--- config.mk ---
export PLATFORM = sky130hd
export DESIGN_NAME = tmp_sensor_target
export DESIGN_NICKNAME = d
export VERILOG_FILES = /design/src/rtl/tmp_sensor_target.sv
export SDC_FILE = /design/constraint.sdc
export NUM_CORES = 1
export LEC_CHECK = 0
export BUFFER_PORTS_ARGS = -buffer_cell sky130_fd_sc_hd__clkbuf_2
export CAP_MARGIN = 15
export CELL_PAD_IN_SITES_DETAIL_PLACEMENT = 1
export CELL_PAD_IN_SITES_GLOBAL_PLACEMENT = 1
export CORE_ASPECT_RATIO = 2
export CORE_MARGIN = 2
export CORE_UTILIZATION = 43
export DETAILED_ROUTE_END_ITERATION = 8
export MAX_ROUTING_LAYER = met4
export PLACE_DENSITY_LB_ADDON = 0.1
export SKIP_CTS_REPAIR_TIMING = 1
export SYNTH_ARGS = -nofsm -noshare
export SYNTH_HDL_FRONTEND = slang
export SYNTH_SLANG_ARGS = --single-unit
--- constraint.sdc ---
create_clock -name clk -period 2.6 [get_ports clk]
set_clock_uncertainty 0.2 [all_clocks]
set_input_delay 0.39 -clock clk [delete_from_list [all_inputs] [get_ports clk]]
set_output_delay 0.39 -clock clk [all_outputs]
set_load 0.01 [all_outputs]
--- src/rtl/tmp_sensor_target.sv ---
module tmp_sensor_target #(
  parameter logic [6:0]  ADDR      = 7'h48,
  parameter logic [7:0]  CFG_RST   = 8'h00,
  parameter logic [15:0] TLOW_RST  = 16'h4B00,
  parameter logic [15:0] THIGH_RST = 16'h5000
) (
  input  logic        clk,
  input  logic        rst_n,
  input  logic        start_i,
  input  logic        stop_i,
  input  logic        addr_stb_i,
  input  logic [6:0]  addr_i,
  input  logic        rnw_i,
  input  logic        wbyte_stb_i,
  input  logic [7:0]  wbyte_i,
  input  logic        rd_done_i,
  input  logic        mnack_i,
  input  logic [15:0] temp_i,
  output logic        ack_o,
  output logic        rd_en_o,
  output logic [7:0]  rd_data_o
);
  localparam logic [1:0] P_TEMP = 2'd0, P_CFG = 2'd1, P_LOW = 2'd2, P_HIGH = 2'd3;

  logic        sel_q, rd_q, need_ptr_q, wcnt_q, rcnt_q, ack_q;
  logic [1:0]  ptr_q;
  logic [7:0]  cfg_q;
  logic [15:0] low_q, high_q;

  wire wr_take = sel_q & ~rd_q & wbyte_stb_i;
  wire rd_take = sel_q &  rd_q & rd_done_i;

  always_ff @(posedge clk or negedge rst_n) begin
    if (!rst_n) begin
      sel_q      <= 1'b0;
      rd_q       <= 1'b0;
      need_ptr_q <= 1'b0;
      wcnt_q     <= 1'b0;
      rcnt_q     <= 1'b0;
      ack_q      <= 1'b0;
      ptr_q      <= P_TEMP;
      cfg_q      <= CFG_RST;
      low_q      <= TLOW_RST;
      high_q     <= THIGH_RST;
    end else begin
      ack_q <= 1'b0;
      if (addr_stb_i) begin
        if (addr_i == ADDR) begin
          sel_q      <= 1'b1;
          rd_q       <= rnw_i;
          need_ptr_q <= ~rnw_i;
          wcnt_q     <= 1'b0;
          rcnt_q     <= 1'b0;
          ack_q      <= 1'b1;
        end else begin
          sel_q <= 1'b0;
        end
      end else if (start_i || stop_i) begin
        sel_q <= 1'b0;
      end
      if (wr_take) begin
        ack_q <= 1'b1;
        if (need_ptr_q) begin
          ptr_q      <= wbyte_i[1:0];
          need_ptr_q <= 1'b0;
        end else begin
          wcnt_q <= ~wcnt_q;
          case (ptr_q)
            P_CFG:  cfg_q <= wbyte_i;
            P_LOW:  if (wcnt_q) low_q[7:0]  <= wbyte_i; else low_q[15:8]  <= wbyte_i;
            P_HIGH: if (wcnt_q) high_q[7:0] <= wbyte_i; else high_q[15:8] <= wbyte_i;
            default: ;
          endcase
        end
      end
      if (rd_take) begin
        if (mnack_i) sel_q <= 1'b0;
        else if (ptr_q != P_CFG) rcnt_q <= ~rcnt_q;
      end
    end
  end

  logic [15:0] word;
  always_comb begin
    case (ptr_q)
      P_TEMP:  word = temp_i;
      P_LOW:   word = low_q;
      P_HIGH:  word = high_q;
      default: word = {cfg_q, cfg_q};
    endcase
  end

  assign rd_data_o = rcnt_q ? word[7:0] : word[15:8];
  assign rd_en_o   = sel_q & rd_q;
  assign ack_o     = ack_q;
endmodule


==> out/metrics.cfg <==
[status]
status=complete, but fails checks
violations=negative hold slack

[route]
drc=0
final_antenna_net_count=0
num_vias=1730
avgViaCountPerCell=5.805
wl_per_cell_microns=20.58
first_iter_violations=28
drt_pass1_iterations=3
routed_wl_microns=6133

[synth]
synth_top_area_share_pct=43.98
synthSimpleGateAreaFrac_pct=9.319
async_flop_share_pct=100.0
synthMuxAreaShare_pct=27.80
synth_area_sq_um=2390
synth_warnings=0
syn-num-nets=222
synth_top_family_by_area=multiplexers
syn_inst=182
synth.avg_cell_area_sq_um=13.13
yosysTopAreaCell=dfrtp_1
synth_seq_area_share_pct=50.58
synthTopCellsByArea=dfrtp_1, mux2_2, dfstp_2, mux2_4, a221oi_1
synth_compound_area_share_pct=9.686
ys_seq_elements=48
synthAdderAreaFrac_pct=0
synth_ff_type=dfrtp_1
synth_xor_area_share_pct=0
synth_edf_count=0
synth_cell_types=32

[global_routing]
grt_pass1_wl_microns=10280
grt_max_degree=49
grt.total_usage_pct=22.39
grt-ovfl-total=0
antenna_found_initial=0
grt_pass1_vias=2074

[place]
place_worst_setup_slack_ns=0.3664
portBuffers=49
place.gp.congestion=0.7503
dp_hpwl_microns=4605

[clocking]
clk_pin_slew_ns=0.09
cts_tree=done
htree_levels=2
cts_root_buf=clkbuf_8
clock_latency_ns=0.30
cts_buffers=5
cts_num_sinks=48
clockBufferDepth=2

[finish]
seqCellArea_sq_um=1211
layout_commonest_cell=clkbuf_2
nNetsFinal=278
area_growth_syn_to_layout_pct=18.85
multiInputGateArea_sq_um=1124
fillers=587
utilization_pct=52.86
diodes=0
layout_common_cells=clkbuf_2, mux2_2, dfrtp_1, o22ai_1, buf_4
drive_gt1_share_pct=56.72

[sta]
rsz0062_at_grt=no
maxSlewViolCount=0
setup_slack_ns=0.1298
max_freq_mhz=404.8
tns_ns=0
fin_crit_ns=2.470
finalHoldViolations=7
setup_viol=0
slew_headroom_pct=58.03
period_share_pct=95.01
worst_pin_slew_ns=0.6296
hold_slack_ns=-0.02080

[die]
ios=50
die-area_sq_um=6206
start_util_pct=44.48
core_sq_um=5373
fp-row-count=38
die_width_microns=56.72
chipHeight_microns=109.4

[power]
p_leak_nw=1.415
vdd_ir_drop_max_uv=336.8
power_density_nw_per_um2=501.4

[critical_path]
path_class=reg -> out
crit_required_ns=2.01
path_max_fanout=12
critPathCaptureType=primary output
worstPathArrival_ns=1.88
startpoint_type=flip-flop

[run]
cap_violations=0

[min_path]
hold_class=in -> async

[registers in the layout, summed over array words and instances (netlist names)]
name,cells
sel_q,1
ack_o,1
need_ptr_q,1
cfg_q,8
wcnt_q,1
rcnt_q,1
ptr_q,2
low_q,16
rd_q,1
high_q,16
[stage by stage]
stage,power (W),area [sq um],cells
after floorplan,0.0008429,2390,182
after global placement,0.0009121,2730,291
after detailed placement,0.0009189,2730,291
after CTS,0.001439,2833,298
after global routing,0.001478,2840,298
final,0.001424,2840,298
[worst max-delay path, cell delays in order (launching register included)]
cell and delay (ns):
dfrtp_2 0.50, buf_4 0.25, mux2_2 0.35, o22a_1 0.17, nor2_1 0.10, a221oi_1 0.06, clkbuf_2 0.14
[routing by layer]
layer / GRT usage (%) / part of all wire, % / wire length, microns
met4: 9.014 / 2.2 / 134
met3: 2.706 / 2.6 / 162
met2: 41.36 / 57 / 3482
met5: - / 0 / 0
met1: 23.71 / 38 / 2354
[path summary, 6_finish.rpt]
| check | slack (ns) | to | cells past startpoint | from |
|---|---|---|---|---|
| worst max register to register | 0.39 | high_q[6]$_DFFE_PN0P_ | 4 | ptr_q[0]$_DFFE_PN0P_ |
| max in group asynchronous | 1.76 | rcnt_q$_DFF_PN0_ | 2 | rst_n |
| worst min-delay path | -0.02 | low_q[4]$_DFFE_PN0P_ | 2 | rst_n |
| worst max-delay path | 0.13 | rd_data_o[0] | 6 | ptr_q[1]$_DFFE_PN0P_ |
| min in group clk | 0.11 | sel_q$_DFF_PN0_ | 2 | rd_done_i |
| worst min register to register | 0.31 | low_q[10]$_DFFE_PN0P_ | 1 | low_q[10]$_DFFE_PN0P_ |
[cell families after synthesis]
logic type / count (synthesis)
muxes: 57
DFF: 48
and+or+nand+nor: 34
AOI/OAI and AO/OA: 31
buffers and inverters: 12
[synth_stat cells, types with 2 or more instances]
cell type and count:
a2111oi_0 2, a221oi_1 8, buf_2 2, buf_6 2, clkbuf_1 6, dfrtp_1 42
dfstp_2 6, inv_1 2, mux2_2 43, mux2_4 8, mux2i_1 6, nand2_1 6
nand3_1 4, nor2_1 7, nor2b_1 4, nor3_2 2, o21ai_0 3, o22a_1 6
o22ai_1 10
[report_power, final]
group | total [W] | switching, W | internal [W] | leakage [nW]
clock | 0.000520 | 0.000238 | 0.000282 | 0.0513
sequential | 0.000763 | 0.0000101 | 0.000752 | 0.641
combinational | 0.000141 | 0.0000734 | 0.0000681 | 0.723
total | 0.00142 | 0.000321 | 0.00110 | 1.42
[area by class of cell]
type,instances,share of cell area [%]
Clock buffer,6,2.555
Clock inverter,1,1.057
Inverter,2,0.2643
Multi-Input combinational cell,122,39.56
Sequential cell,48,42.64
Tap cell,60,2.643
Timing Repair Buffer,59,11.28
Note: power is estimated with default switching activity, not from simulation.
